### src/rtl/hdlc_stat_reg.sv
module hdlc_stat_reg #(
  parameter int DEPTH = 64,
  parameter int CW    = $clog2(DEPTH + 1)
) (
  input  logic          clk,
  input  logic          rst_n,
  input  logic          rx_start_ev,
  input  logic          rx_done_ev,
  input  logic          rx_crc_err_ev,
  input  logic          rx_ovr_ev,
  input  logic          rx_abort_ev,
  input  logic          tx_done_ev,
  input  logic          loop_ev,
  input  logic [CW-1:0] rx_count,
  input  logic [CW-1:0] tx_count,
  input  logic          rd_stb,
  output logic [7:0]    rd_data
);
  localparam logic [CW-1:0] HALF = CW'(DEPTH / 2);
  localparam logic [CW-1:0] FULL = CW'(DEPTH);

  logic rx_sof_q, rx_eof_q, tx_eom_q, loop_q;
  logic rx_end_hit;

  assign rx_end_hit = rx_done_ev | rx_crc_err_ev | rx_ovr_ev | rx_abort_ev;

  always_ff @(posedge clk) begin
    if (!rst_n) begin
      rx_sof_q <= 1'b0;
      rx_eof_q <= 1'b0;
      tx_eom_q <= 1'b0;
      loop_q   <= 1'b0;
    end else begin
      rx_sof_q <= rx_start_ev | (rx_sof_q & ~rd_stb);
      rx_eof_q <= rx_end_hit  | (rx_eof_q & ~rd_stb);
      tx_eom_q <= tx_done_ev  | (tx_eom_q & ~rd_stb);
      loop_q   <= loop_ev     | (loop_q   & ~rd_stb);
    end
  end

  assign rd_data = {loop_q,
                    tx_eom_q,
                    rx_count > HALF,
                    rx_count != '0,
                    rx_eof_q,
                    rx_sof_q,
                    tx_count < HALF,
                    tx_count < FULL};
endmodule


### config.mk
export PLATFORM = sky130hd
export DESIGN_NAME = hdlc_stat_reg
export DESIGN_NICKNAME = d
export VERILOG_FILES = /design/src/rtl/hdlc_stat_reg.sv
export SDC_FILE = /design/constraint.sdc
export NUM_CORES = 1
export LEC_CHECK = 0
export BUFFER_PORTS_ARGS = -buffer_cell sky130_fd_sc_hd__buf_2
export CAP_MARGIN = 0
export CORE_AREA = 2 2 39 41
export DETAILED_ROUTE_END_ITERATION = 10
export DIE_AREA = 0 0 41 43
export PLACE_DENSITY = 0.47
export SLEW_MARGIN = 40
export SYNTH_ARGS = -nofsm -noshare
export SYNTH_HDL_FRONTEND = slang
export SYNTH_SLANG_ARGS = --single-unit
### constraint.sdc
create_clock -name clk -period 0.8 [get_ports clk]
set_clock_uncertainty 0.15 [all_clocks]
set_input_delay 0 -clock clk [delete_from_list [all_inputs] [get_ports clk]]
set_output_delay 0 -clock clk [all_outputs]
set_load 0.02 [all_outputs]
==> flow_metrics.tcl <==
set metrics [dict create \
    synth-xor-area-share 0 \
    cts_sinks 4 \
    avgSynthCellArea_sq_um 8.81 \
    cp-end-kind "flip-flop" \
    violations "negative hold slack, negative setup slack" \
    synth_top_family_by_area "simple AND/OR/NAND/NOR gates" \
    power_frac_clock 0.395 \
    core-area_sq_mm 0.00138 \
    p_sw_w 0.000152 \
    synth_cells 24 \
    period_minus_slack_ps 843 \
    grt_max_degree 5 \
    netlist_area_sq_um 211 \
    power.total_w 0.000621 \
    yosysTopAreaCell "dfxtp_1" \
    synth_common_cells "4 x buf_4, 4 x dfxtp_1, 3 x nor2_1, 3 x nor2b_1, 3 x o21a_1" \
    setup_viol 7 \
    rows 14 \
    ys_ff_latch 4 \
    synth.top_cell.area_share 0.379 \
    synth_mux_area_frac 0 \
    grt_use_total 0.0783 \
    gp_congestion 0.602 \
    startpoint_type "flip-flop" \
    die_w_um 41 \
    synthSimpleGateAreaFrac 0.296 \
    p_leak_nw 0.200 \
    relSlewSlack 0.858 \
    port_buffers 26 \
    dr.first_iter.drc_count 2 \
    drc 0 \
    netSwitchingFraction 0.245 \
    fin_ws_ps -42.7 \
    grt_pass1_vias 236 \
    power_density_mw_per_mm2 1510 \
    r2r_setup_slack_ps -40 \
    ys_seq_area_frac 0.379 \
    status "finished with violations" \
    grt_overflow 0 \
    wirelength_um 552 \
    antenna_left 0 \
    dr_total_vias 244 \
    synthAdderAreaFrac 0 \
    crit_arrival_ps 810 \
    vdd_drop_max_uv 761 \
    hold_path.class "in2reg" \
    combPwrFrac 0.244 \
    cts_root_buffer "clkbuf_4" \
    fmax_mhz 1190 \
    p_int_w 0.000469 \
    h-tree-depth 1 \
    grt_pass1_wl_um 855 \
    cp_max_fo 2 \
    drv_cap 0 \
    power_frac_seq 0.361 \
    fp.dieH_um 43 \
    yosys_warnings 0 \
    layout-drive-gt1-share 0.694 \
    path_clk_slew_ps 40 \
    rsz0062_at_grt "yes" \
    reg2reg_depth 2 \
    hold_viol_final 4 \
    synth_compound_area_frac 0.166 \
    cts_setup_buffers 0 \
    drtPass1Iterations 3 \
    ys_async_sr_fraction 0 \
    viasPerCell 3.75 \
    maxSlewViolCount 0 \
    worstSetupPathType "reg2reg" \
    antenna_found_initial 0 \
    pin_count 32 \
    clock_path_buffers 2 \
    holdWs_ps -175 \
    synth_nets 48 \
    whs_path_depth 2 \
    diodes 0 \
    r2r-end "tx_eom_q" \
    synth_cell_types 12 \
    required_ps 770 \
    nNetsFinal 75 \
    clkLatencyLatePin_ps 230 \
    cts_buffers 3 \
    dieArea_sq_mm 0.00176 \
    synthTopCellsByArea "dfxtp_1 38%, buf_4 14%, o21a_1 11%, nor2b_1 8.9%, nor4_2 5.9%" \
    hold_end "rx_sof_q" \
    cts_tree "built" \
    hp-start "rx_start_ev" \
    fin_crit_sh 1.05 \
    tightest_slew_ps 211 \
    area_delta_synth_final_pct 94.7 \
    routedWlPerCell_um 8.49 \
    synth-main-ff-cell "dfxtp_1" \
    initial_utilization 0.153 \
    synth_edf_count 0 \
    crit-reg2reg-launch "tx_eom_q" \
]
-- cells by family (layout without fill, tap and decap cells) --
group | after synthesis | in the layout
AOI/OAI and AO/OA | 5 | 5
DFF | 4 | 4
and+or+nand+nor | 10 | 10
buffers and inverters | 5 | 30
-- flip-flops by register name, indices dropped and copies added (netlist names) --
register and count:
tx_eom_q 1, loop_q 1, rx_eof_q 1, rx_sof_q 1
-- worst max-delay path by stage --
| stage | slack, ps | startpoint | endpoint |
|---|---|---|---|
| global placement | -30 | rx_count[1] | rd_data[4] |
| detailed placement | -30 | rx_count[1] | rd_data[4] |
| global route | -70 | rx_sof_q | rx_sof_q |
| CTS | -50 | tx_eom_q | tx_eom_q |
| floorplan | -9 | loop_q | loop_q |
| finish | -40 | tx_eom_q | tx_eom_q |
-- worst max-delay path, stage by stage, from the launching register on --
cell     delay, ps
dfxtp_2        310
nor2b_1        120
o21a_1         150
-- per-stage QoR --
stage	setup WS [ps]	utilization	area [sq um]	setup TNS, ps	cells
floorplan	-9.30	-	211	-27.9	24
global placement	-30.3	0.240	332	-102	62
detailed placement	-32.2	0.240	332	-121	62
CTS	-46.2	0.292	404	-265	65
global route	-74.0	0.297	412	-395	65
finish	-42.7	0.297	412	-185	65
-- power groups by stage --
stage          Sequential [W]  Clock [W]  Combinational, W
2_1_floorplan        0.000221          0         0.0000723
3_3_place_gp         0.000221          0          0.000126
3_5_place_dp         0.000222          0          0.000127
4_1_cts              0.000224   0.000262          0.000151
5_1_grt              0.000225   0.000276          0.000164
6_report             0.000224   0.000245          0.000152
-- per-layer routing --
| layer | routed length (um) | share of wire | vias to the layer above | track usage |
|---|---|---|---|---|
| li1 | - | - | 128 | - |
| met1 | 196 | 0.36 | 104 | 0.0772 |
| met2 | 286 | 0.52 | 12 | 0.103 |
| met3 | 69 | 0.13 | 0 | 0.0785 |
| met4 | 0 | 0 | 0 | 0.0400 |
| met5 | 0 | 0 | - | 0 |
-- timing repair --
action	in CTS	in global routing
hold endpoints to repair	4	4
endpoints found under the setup margin	9	9
gates resized for setup	15	2
pin swaps	2	2
-- cells in the final DEF, fill, tap and decap left out, drive strengths merged --
master	Yosys	final
buf	4	26
dfxtp	4	4
nor2	3	3
nor2b	3	3
o21a	3	3
clkbuf	0	3
nor4	2	2
nand3b	1	1
inv	1	1
a21oi	1	1
nand2b	1	1
a21boi	1	1
-- layout make-up --
class,count,area [sq um]
clock buffer,3,22.5
fill,159,972
inverter,1,3.75
multi-input combinational,15,106
sequential,4,85.1
tap,16,20.0
timing repair buffer,26,174
(Power assumes the default switching activity.)
